==> config.mk <==
export PLATFORM = sky130hd
export DESIGN_NAME = trk_cut_decider
export DESIGN_NICKNAME = d
export VERILOG_FILES = /design/src/rtl/trk_cut_pkg.sv /design/src/rtl/trk_cut_cfg.sv /design/src/rtl/trk_cut_eval.sv /design/src/rtl/trk_cut_event.sv /design/src/rtl/trk_cut_scaler.sv /design/src/rtl/trk_cut_decider.sv
export SDC_FILE = /design/constraint.sdc
export NUM_CORES = 1
export LEC_CHECK = 0
export CAP_MARGIN = 20
export CORE_MARGIN = 2
export CORE_UTILIZATION = 52
export DETAILED_ROUTE_END_ITERATION = 6
export PLACE_DENSITY_LB_ADDON = 0.12
export SLEW_MARGIN = 20
export SYNTH_ARGS = -nofsm -noshare
export SYNTH_HDL_FRONTEND = slang
export SYNTH_HIERARCHICAL = 1
export SYNTH_SLANG_ARGS = --single-unit
==> constraint.sdc <==
create_clock -name clk -period 5.1 [get_ports clk]
set_input_delay 0.51 -clock clk [delete_from_list [all_inputs] [get_ports clk]]
set_output_delay 0.51 -clock clk [all_outputs]
set_load 0.02 [all_outputs]
==> src/rtl/trk_cut_pkg.sv <==
package trk_cut_pkg;

   typedef enum logic [2:0] {
      CA_CHI    = 3'd0,
      CA_IMP    = 3'd1,
      CA_CURV   = 3'd2,
      CA_MINTRK = 3'd3,
      CA_MASK   = 3'd4,
      CA_CLR    = 3'd5
   } cfg_addr_e;

   localparam int unsigned NUM_FIELDS = 3;

endpackage

==> src/rtl/trk_cut_cfg.sv <==
module trk_cut_cfg
   import trk_cut_pkg::*;
#(
   parameter int unsigned VAL_W = 12,
   parameter int unsigned CNT_W = 4,
   parameter int unsigned L1W   = 2
) (
   input  logic             clk,
   input  logic             rst_n,
   input  logic             cfg_we,
   input  logic [2:0]       cfg_addr,
   input  logic [VAL_W-1:0] cfg_wdata,
   output logic [VAL_W-1:0] chi_max,
   output logic [VAL_W-1:0] imp_max,
   output logic [VAL_W-1:0] cv_max,
   output logic [CNT_W-1:0] min_trk,
   output logic [L1W-1:0]   sel_mask,
   output logic             scl_clr
);

   if (CNT_W > VAL_W || L1W > VAL_W) begin : g_bad_width
      $error("trk_cut_cfg: CNT_W and L1W must not exceed VAL_W");
   end

   assign scl_clr = cfg_we && (cfg_addr == CA_CLR);

   always_ff @(posedge clk) begin
      if (!rst_n) begin
         chi_max  <= '0;
         imp_max  <= '0;
         cv_max   <= '0;
         min_trk  <= '0;
         sel_mask <= '0;
      end else if (cfg_we) begin
         case (cfg_addr)
            CA_CHI:    chi_max  <= cfg_wdata;
            CA_IMP:    imp_max  <= cfg_wdata;
            CA_CURV:   cv_max   <= cfg_wdata;
            CA_MINTRK: min_trk  <= cfg_wdata[CNT_W-1:0];
            CA_MASK:   sel_mask <= cfg_wdata[L1W-1:0];
            default:   ;
         endcase
      end
   end

endmodule

==> src/rtl/trk_cut_eval.sv <==
module trk_cut_eval
   import trk_cut_pkg::*;
#(
   parameter int unsigned VAL_W = 12,
   localparam int unsigned WORD_W = NUM_FIELDS * VAL_W
) (
   input  logic [WORD_W-1:0] word,
   input  logic [VAL_W-1:0]  chi_max,
   input  logic [VAL_W-1:0]  imp_max,
   input  logic [VAL_W-1:0]  cv_max,
   output logic              pass
);

   if (VAL_W < 2) begin : g_bad_val
      $error("trk_cut_eval: VAL_W must be at least 2");
   end

   logic [NUM_FIELDS-1:0][VAL_W-1:0] lim;
   logic [NUM_FIELDS-1:0]            ok;

   assign lim = {cv_max, imp_max, chi_max};

   for (genvar g = 0; g < NUM_FIELDS; g++) begin : g_fld
      logic [VAL_W-1:0] fld;
      assign fld = word[g*VAL_W +: VAL_W];
      if (g == 0) begin : g_unsigned
         assign ok[g] = (fld <= lim[g]);
      end else begin : g_signed
         logic [VAL_W:0] ext;
         logic [VAL_W:0] mag;
         assign ext   = {fld[VAL_W-1], fld};
         assign mag   = ext[VAL_W] ? (~ext + 1'b1) : ext;
         assign ok[g] = (mag <= {1'b0, lim[g]});
      end
   end

   assign pass = &ok;

endmodule

==> src/rtl/trk_cut_event.sv <==
module trk_cut_event #(
   parameter int unsigned WORD_W = 36,
   parameter int unsigned CNT_W  = 4,
   parameter int unsigned L1W    = 2,
   localparam logic [CNT_W-1:0] CNT_MAX = {CNT_W{1'b1}}
) (
   input  logic              clk,
   input  logic              rst_n,
   input  logic              in_valid,
   input  logic              in_eoe,
   input  logic [WORD_W-1:0] in_data,
   input  logic              trk_pass,
   input  logic [CNT_W-1:0]  min_trk,
   input  logic [L1W-1:0]    sel_mask,
   output logic              in_ready,
   output logic              out_valid,
   output logic              out_eoe,
   output logic              out_pass,
   output logic [WORD_W-1:0] out_data,
   output logic              dec_valid,
   output logic              dec_bit,
   input  logic              dec_ack,
   output logic              evt_done,
   output logic              evt_acc
);

   if (L1W > WORD_W) begin : g_bad_l1
      $error("trk_cut_event: L1W exceeds word width");
   end

   logic [CNT_W-1:0] npass;
   logic             take;
   logic             l1_hit;

   assign in_ready = !dec_valid;
   assign take     = in_valid && in_ready;
   assign l1_hit   = |(in_data[L1W-1:0] & sel_mask);
   assign evt_acc  = (npass >= min_trk) && l1_hit;
   assign evt_done = take && in_eoe;

   always_ff @(posedge clk) begin
      if (!rst_n) begin
         npass     <= '0;
         dec_valid <= 1'b0;
         dec_bit   <= 1'b0;
         out_valid <= 1'b0;
         out_eoe   <= 1'b0;
         out_pass  <= 1'b0;
         out_data  <= '0;
      end else begin
         out_valid <= take;
         if (take) begin
            out_eoe  <= in_eoe;
            out_pass <= in_eoe ? evt_acc : trk_pass;
            out_data <= in_data;
         end
         if (evt_done) begin
            npass     <= '0;
            dec_valid <= 1'b1;
            dec_bit   <= evt_acc;
         end else begin
            if (take && trk_pass && (npass != CNT_MAX))
               npass <= npass + 1'b1;
            if (dec_valid && dec_ack)
               dec_valid <= 1'b0;
         end
      end
   end

   assert_count_no_wrap_R3: assert property (@(posedge clk) disable iff (!rst_n)
      (npass == CNT_MAX && take && !in_eoe) |=> (npass == CNT_MAX));

   assert_decision_held_R6: assert property (@(posedge clk) disable iff (!rst_n)
      (dec_valid && !dec_ack) |=> (dec_valid && $stable(dec_bit)));

   assert_decision_from_eoe_R6: assert property (@(posedge clk) disable iff (!rst_n)
      $rose(dec_valid) |-> $past(in_valid && in_eoe));

   assert_eoe_echo_pending_R5: assert property (@(posedge clk) disable iff (!rst_n)
      (out_valid && out_eoe) |-> (dec_valid && (out_pass == dec_bit)));

endmodule

==> src/rtl/trk_cut_scaler.sv <==
module trk_cut_scaler #(
   parameter int unsigned SCL_W = 32,
   parameter bit          SATURATE = 1'b1
) (
   input  logic             clk,
   input  logic             rst_n,
   input  logic             clr,
   input  logic             inc,
   output logic [SCL_W-1:0] count
);

   if (SCL_W < 2) begin : g_bad_w
      $error("trk_cut_scaler: SCL_W must be at least 2");
   end

   logic [SCL_W-1:0] nxt;

   if (SATURATE) begin : g_sat
      assign nxt = (&count) ? count : count + 1'b1;

      assert_scaler_monotonic_R7: assert property (@(posedge clk) disable iff (!rst_n)
         !clr |=> (count >= $past(count)));
   end else begin : g_wrap
      assign nxt = count + 1'b1;
   end

   always_ff @(posedge clk) begin
      if (!rst_n)      count <= '0;
      else if (clr)    count <= '0;
      else if (inc)    count <= nxt;
   end

   assert_scaler_clear_R8: assert property (@(posedge clk) disable iff (!rst_n)
      clr |=> (count == '0));

endmodule

==> src/rtl/trk_cut_decider.sv <==
module trk_cut_decider
   import trk_cut_pkg::*;
#(
   parameter int unsigned VAL_W = 12,
   parameter int unsigned CNT_W = 4,
   parameter int unsigned L1W   = 2,
   parameter int unsigned SCL_W = 32,
   localparam int unsigned WORD_W = NUM_FIELDS * VAL_W
) (
   input  logic              clk,
   input  logic              rst_n,
   input  logic              cfg_we,
   input  logic [2:0]        cfg_addr,
   input  logic [VAL_W-1:0]  cfg_wdata,
   input  logic              trk_valid,
   output logic              trk_ready,
   input  logic              trk_eoe,
   input  logic [WORD_W-1:0] trk_data,
   output logic              out_valid,
   output logic              out_eoe,
   output logic              out_pass,
   output logic [WORD_W-1:0] out_data,
   output logic              dec_valid,
   output logic              dec_bit,
   input  logic              dec_ack,
   output logic [SCL_W-1:0]  scl_total,
   output logic [SCL_W-1:0]  scl_accept
);

   logic [VAL_W-1:0] chi_max, imp_max, cv_max;
   logic [CNT_W-1:0] min_trk;
   logic [L1W-1:0]   sel_mask;
   logic             scl_clr;
   logic             trk_pass;
   logic             evt_done, evt_acc;

   trk_cut_cfg #(.VAL_W(VAL_W), .CNT_W(CNT_W), .L1W(L1W)) u_cfg (
      .clk       (clk),
      .rst_n     (rst_n),
      .cfg_we    (cfg_we),
      .cfg_addr  (cfg_addr),
      .cfg_wdata (cfg_wdata),
      .chi_max   (chi_max),
      .imp_max   (imp_max),
      .cv_max    (cv_max),
      .min_trk   (min_trk),
      .sel_mask  (sel_mask),
      .scl_clr   (scl_clr)
   );

   trk_cut_eval #(.VAL_W(VAL_W)) u_eval (
      .word    (trk_data),
      .chi_max (chi_max),
      .imp_max (imp_max),
      .cv_max  (cv_max),
      .pass    (trk_pass)
   );

   trk_cut_event #(.WORD_W(WORD_W), .CNT_W(CNT_W), .L1W(L1W)) u_event (
      .clk       (clk),
      .rst_n     (rst_n),
      .in_valid  (trk_valid),
      .in_eoe    (trk_eoe),
      .in_data   (trk_data),
      .trk_pass  (trk_pass),
      .min_trk   (min_trk),
      .sel_mask  (sel_mask),
      .in_ready  (trk_ready),
      .out_valid (out_valid),
      .out_eoe   (out_eoe),
      .out_pass  (out_pass),
      .out_data  (out_data),
      .dec_valid (dec_valid),
      .dec_bit   (dec_bit),
      .dec_ack   (dec_ack),
      .evt_done  (evt_done),
      .evt_acc   (evt_acc)
   );

   trk_cut_scaler #(.SCL_W(SCL_W), .SATURATE(1'b1)) u_scl_total (
      .clk   (clk),
      .rst_n (rst_n),
      .clr   (scl_clr),
      .inc   (evt_done),
      .count (scl_total)
   );

   trk_cut_scaler #(.SCL_W(SCL_W), .SATURATE(1'b1)) u_scl_accept (
      .clk   (clk),
      .rst_n (rst_n),
      .clr   (scl_clr),
      .inc   (evt_done && evt_acc),
      .count (scl_accept)
   );

   assert_accept_le_total_R7: assert property (@(posedge clk) disable iff (!rst_n)
      scl_accept <= scl_total);

   assert_stall_while_pending_R6: assert property (@(posedge clk) disable iff (!rst_n)
      (dec_valid && !dec_ack) |=> !out_valid);

endmodule

# Word level (Yosys, flattened, before mapping)
# Index checks and enable logic that the tools add are counted.
[word_totals] register_bits=151 input_bits=57 out_inout_bits=106
[op_classes] add_sub_neg=5 magnitude_cmp=4 eq_ne=6 mux=5 bitwise_logic=6 reduce_logical=24
[ops] operator="$add A32 B1 Y32 const B" count=2
[ops] operator="$reduce_and A32 Y1" count=2
[ops] operator="$add A13 B1 Y13 const B" count=2
[ops] operator="$le A13 B12 Y1" count=2
[ops] operator="$mux W13" count=2
[ops] operator="$not A13 Y13" count=2
[ops] operator="$reduce_and A2 Y1" count=7
[ops] operator="$le A12 B12 Y1" count=1
[ops] operator="$logic_and A1 B1 Y1" count=8
[ops] operator="$eq A3 B2 Y1 const B" count=2
[ops] operator="$eq A3 B3 Y1 const B" count=2
[ops] operator="$reduce_or A2 Y1" count=3
[ops] operator="$add A4 B1 Y4 const B" count=1
[ops] operator="$ge A4 B4 Y1" count=1
[ops] operator="$ne A4 B4 Y1 const B" count=1
[ops] operator="$eq A3 B1 Y1 const B" count=1
[ops] operator="$logic_not A3 Y1" count=1
[ops] operator="$mux W1" count=3
[ops] operator="$not A1 Y1" count=3
[ops] operator="$reduce_and A3 Y1" count=1
[ops] operator="$and A2 B2 Y2" count=1
[ops] operator="$reduce_bool A2 Y1" count=1
[ops] operator="$logic_not A1 Y1" count=1

# Logic depth before layout (Yosys ltp)
[depth] ltp_word=7 depth_mapped=15

# Cells and area by module
# Netlist, hierarchy kept.
[by_module_without_submodules] mod="trk_cut_scaler" n_inst=2 cells_per_inst=196 area_per_inst_um2=1644.1 seq_area_each_um2=640.6
[by_module_without_submodules] mod="trk_cut_event" n_inst=1 cells_per_inst=217 area_per_inst_um2=1816.7 seq_area_each_um2=900.9
[by_module_without_submodules] mod="trk_cut_cfg" n_inst=1 cells_per_inst=154 area_per_inst_um2=1575.3 seq_area_each_um2=840.8
[by_module_without_submodules] mod="trk_cut_eval" n_inst=1 cells_per_inst=190 area_per_inst_um2=1337.5 seq_area_each_um2=0.0
[by_module_without_submodules] mod="trk_cut_decider" n_inst=1 cells_per_inst=1 area_per_inst_um2=6.3 seq_area_each_um2=0.0

# Least setup slack after synthesis
# OpenSTA, ideal clock, no wires.
[synth_timing] path_type="input-to-reg" start="in trk_data[15]" end="reg u_event.npass[3]" setup_ns=0.070 arrival_time_ns=3.710 required_ns=5.030 slack_ns=1.321 cell_stages=13 cell_sequence="or4_4 or3_1 o31ai_1 xnor2_1 ha_1 a21o_1 a21oi_1 o21ai_0 o31a_1 nor3_1 nand3_4 or3_1 a21oi_1"
[synth_between] elab_chain_len=7
[synth_rtl] item="start, declared" line="trk_cut_decider.sv:18" text="input logic [WORD_W-1:0] trk_data,"
[synth_rtl] item="$not A13 Y13" line="trk_cut_eval.sv:32" text="assign mag = ext[VAL_W] ? (~ext + 1'b1) : ext;"
[synth_rtl] item="$add A13 B1 Y13" line="trk_cut_eval.sv:32"
[synth_rtl] item="$mux W13 *" line="trk_cut_eval.sv:32"
[synth_rtl] item="$le A13 B12 Y1 *" line="trk_cut_eval.sv:33" text="assign ok[g] = (mag <= {1'b0, lim[g]});"
[synth_rtl] item="$reduce_and A3 Y1 *" line="trk_cut_eval.sv:37" text="assign pass = &ok;"
[synth_rtl] item="via trk_pass" line="trk_cut_decider.sv:34" text="logic trk_pass;"
[synth_rtl] item="$logic_and A1 B1 Y1 * (2 in a row)" line="trk_cut_event.sv:62" text="if (take && trk_pass && (npass != CNT_MAX))"
[synth_rtl] item="end signal, assigned" line="trk_cut_event.sv:63" text="npass <= npass + 1'b1;"
[synth_rtl] item="end, declared" line="trk_cut_event.sv:31" text="logic [CNT_W-1:0] npass;"
# The timed path passes the listed nets; every way through them passes the cells marked *.
# A chain may end at the register's enable or synchronous reset.

# Worst setup path after layout
# Ends and elaborated chain as after synthesis.

==> impl_metrics.py <==
metrics = {
    "status": {
        "status": "completed",
    },
    "pwr": {
        "p_int_w": 0.00235,
        "p_leak_nw": 3.72,
        "power_frac_seq_pct": 40.3,
        "sw_frac_of_total_pct": 22.5,
        "p_comb_share_pct": 10.8,
        "ir_drop_mv": 0.220,
        "power_density_nw_per_um2": 292,
        "p_switching_w": 0.000681,
        "clockPowerShare_pct": 48.9,
    },
    "synth": {
        "synthCells": 954,
        "synth_edf_count": 0,
        "synth.yosys.seq_area_share_pct": 37.7,
        "yosys_register_bits": 151,
        "postSynthNetCount": 1056,
        "syn_area_um2": 8020,
        "ys_types": 63,
        "syn_area_per_cell_um2": 8.41,
        "ys_async_sr_fraction_pct": 0,
        "yosys_warnings": 6,
        "synthFlopType": "dfxtp_1",
    },
    "route": {
        "firstDrtPassIters": 5,
        "met2_length_um": 9260,
        "vias": 7296,
        "drc": 0,
        "routedWlPerCell_um": 15.0,
        "vias_per_cell": 5.64,
        "wl_met1_um": 8990,
        "drtAntennaViolNets": 0,
        "top_layer_used": "met4",
        "wirelength_um": 19500,
        "drtIter0Drc": 442,
        "wl_met3_um": 953,
    },
    "timing": {
        "hold_ws_ps": 457,
        "period_minus_slack_ps": 4010,
        "finalHoldViolCount": 0,
        "tns_ps": 0,
        "drv_slew": 0,
        "worstMarginPinSlew_ps": 898,
        "rsz0062_at_grt": "false",
        "setup_viol": 0,
        "slew_headroom_pct": 39.6,
        "clock_skew_ps": 9.93,
        "post-route-period-util_pct": 78.7,
        "fmaxAchievable_mhz": 249,
    },
    "critical_path": {
        "reg2reg_slack_ps": 1700,
        "required_ps": 5450,
        "arrival_ps": 4360,
        "endpoint_kind": "register",
        "start_kind": "input pin",
        "crit_type": "input pin to register",
        "crit_fanout": 6,
        "r2r-start": "u_event/npass[0]",
        "r2r_cells": 12,
        "r2r_end": "u_scl_accept/count[20]",
    },
    "cts": {
        "h-tree-depth": 4,
        "ctsResizeCount": 0,
        "insertion_delay_ps": 420,
        "clk_path_buf_depth": 2,
        "cts-root-buf": "clkbuf_16",
        "cts_buffers": 17,
        "clock-sinks": 151,
        "tritoncts": "yes",
        "holdBufCountCts": 0,
        "path_clk_slew_ps": 60,
        "postCtsSetupBuffers": 0,
    },
    "floorplan": {
        "die_x_um": 128,
        "start_util_pct": 53.0,
        "num_rows": 45,
        "io_pins": 163,
        "die_h_um": 128,
        "dieArea_um2": 16400,
        "fp.coreArea_um2": 15100,
    },
    "placement": {
        "dp_hpwl_um": 13800,
        "placed_cells": 1263,
        "place.gp.congestion": 0.866,
        "io_buffer_count": 162,
    },
    "cells_and_area": {
        "fin_cells": 1294,
        "final_cell_mix": "173 x nand2_1, 161 x clkdlybuf4s50_1, 151 x dfxtp_1",
        "final_common_cell": "nand2_1",
        "drive_gt1_share_pct": 5.88,
        "syn2layout_area_growth_pct": 29.2,
        "diodes": 0,
        "fin_nets": 1196,
    },
    "hold_path": {
        "worst_hold_path.endpoint": "u_cfg/imp_max[2]",
        "whs_path_depth": 2,
        "hold_class": "register to register",
        "hp-start": "u_cfg/imp_max[2]",
    },
    "global_routing": {
        "grt_max_degree": 70,
        "grt_usage_pct": 24.2,
        "grt_pass1_vias": 6625,
        "grt_pass1_wl_um": 32100,
        "antenna_found_initial": 0,
        "overflow": 0,
    },
    "flow_run": {
        "drv_cap": 0,
    },
}
per-stage QoR:
step	setup slack [ps]	area [um^2]	util [%]	power [W]
5_1_grt	812	10400	68.5	0.00315
3_5_place_dp	718	9670	63.8	0.00157
2_1_floorplan	1320	8020	-	0.00143
4_1_cts	1110	10400	68.5	0.00306
3_3_place_gp	770	9670	63.8	0.00157
6_report	1090	10400	68.5	0.00303
synth_stat cells (3+ instances only):
master         instances  share of area (%)
or3_1                 25                1.9
inv_1                 59                2.8
or4_1                 24                2.2
dlygate4sd3_1          4               0.50
clkbuf_1              20               0.94
a21boi_0              38                3.6
nand2b_1               7               0.55
nand4_1               15                1.2
and3_1                10               0.78
nand3_1               34                2.1
buf_6                  3               0.42
a211oi_1               3               0.28
ha_1                  45                7.0
o31ai_1               35                3.3
nor2b_1                4               0.31
and4_2                 4               0.50
nand2_1              173                8.1
dfxtp_1              151                 38
or4_2                  4               0.44
or2_2                  7               0.55
and2_1                 3               0.23
nor4_1                 7               0.55
buf_2                 15               0.94
nor2_1                28                1.3
a21o_1                 3               0.28
nor3_1                 6               0.37
xnor2_1               29                3.2
o21ai_0               34                2.1
nand3b_1               3               0.28
mux2i_1               47                5.9
a31oi_1                8               0.62
a21oi_1               62                3.9
layer usage:
metal  vias to the layer above  global-route usage, %
met5                         -                      0
met4                         0                   6.59
met3                        24                   4.92
met2                       195                   39.7
met1                      3411                   32.4
li1                       3666                      -
power groups by stage:
| stage | Combinational [W] | Clock (W) | Sequential, W |
|---|---|---|---|
| floorplan | 0.000164 | 0 | 0.00127 |
| global placement | 0.000320 | 0 | 0.00125 |
| detailed placement | 0.000325 | 0 | 0.00125 |
| CTS | 0.000329 | 0.00151 | 0.00122 |
| global route | 0.000363 | 0.00157 | 0.00122 |
| finish | 0.000327 | 0.00148 | 0.00122 |
sequential cells by signal, indices dropped and copies added, names as in the netlist:
signal	flops
u_cfg/cv_max	12
u_cfg/sel_mask	2
u_event/dec_valid	1
u_event/out_pass	1
u_scl_accept/count	32
u_event/dec_bit	1
u_cfg/imp_max	12
u_event/npass	4
u_event/out_valid	1
u_scl_total/count	32
u_event/out_data	36
u_event/out_eoe	1
u_cfg/min_trk	4
u_cfg/chi_max	12
worst max path at each step:
stage                      start          endpoint  slack [ps]
floorplan           trk_data[15]  u_event/npass[3]        1320
global placement    trk_data[15]  u_event/npass[3]         770
detailed placement  trk_data[15]  u_event/npass[3]         720
CTS                 trk_data[15]  u_event/npass[3]        1110
global route        trk_data[15]  u_event/npass[3]         810
finish              trk_data[15]  u_event/npass[3]        1090
cells by family after synthesis:
family	share of synthesized area, %
adders and majority gates	7.02
DFF	37.7
buffers and inverters	5.77
xor gates and xnor gates	3.38
AOI/OAI and AO/OA	15.7
and+or+nand+nor	24.5
muxes	5.86
layout make-up:
class | instances | area, um^2
flip-flops and latches | 151 | 3020
repair buffers | 166 | 1650
inverters | 59 | 221
fillers | 1265 | 4780
clock inverters | 12 | 248
multi-input cells | 699 | 4540
clock buffers | 19 | 453
well taps | 188 | 235
worst max-delay path, stage by stage:
cell and delay [ps]:
clkdlybuf4s50_1 510, or4_4 580, or3_1 340, o31ai_1 250, xnor2_1 150, ha_1 260, a21o_1 180, a21oi_1 170
o21ai_0 110, o31a_1 270, nor3_1 260, buf_4 200, nand3_4 80, or3_1 360, a21oi_1 130
Note: power is estimated with default switching activity, not from simulation.
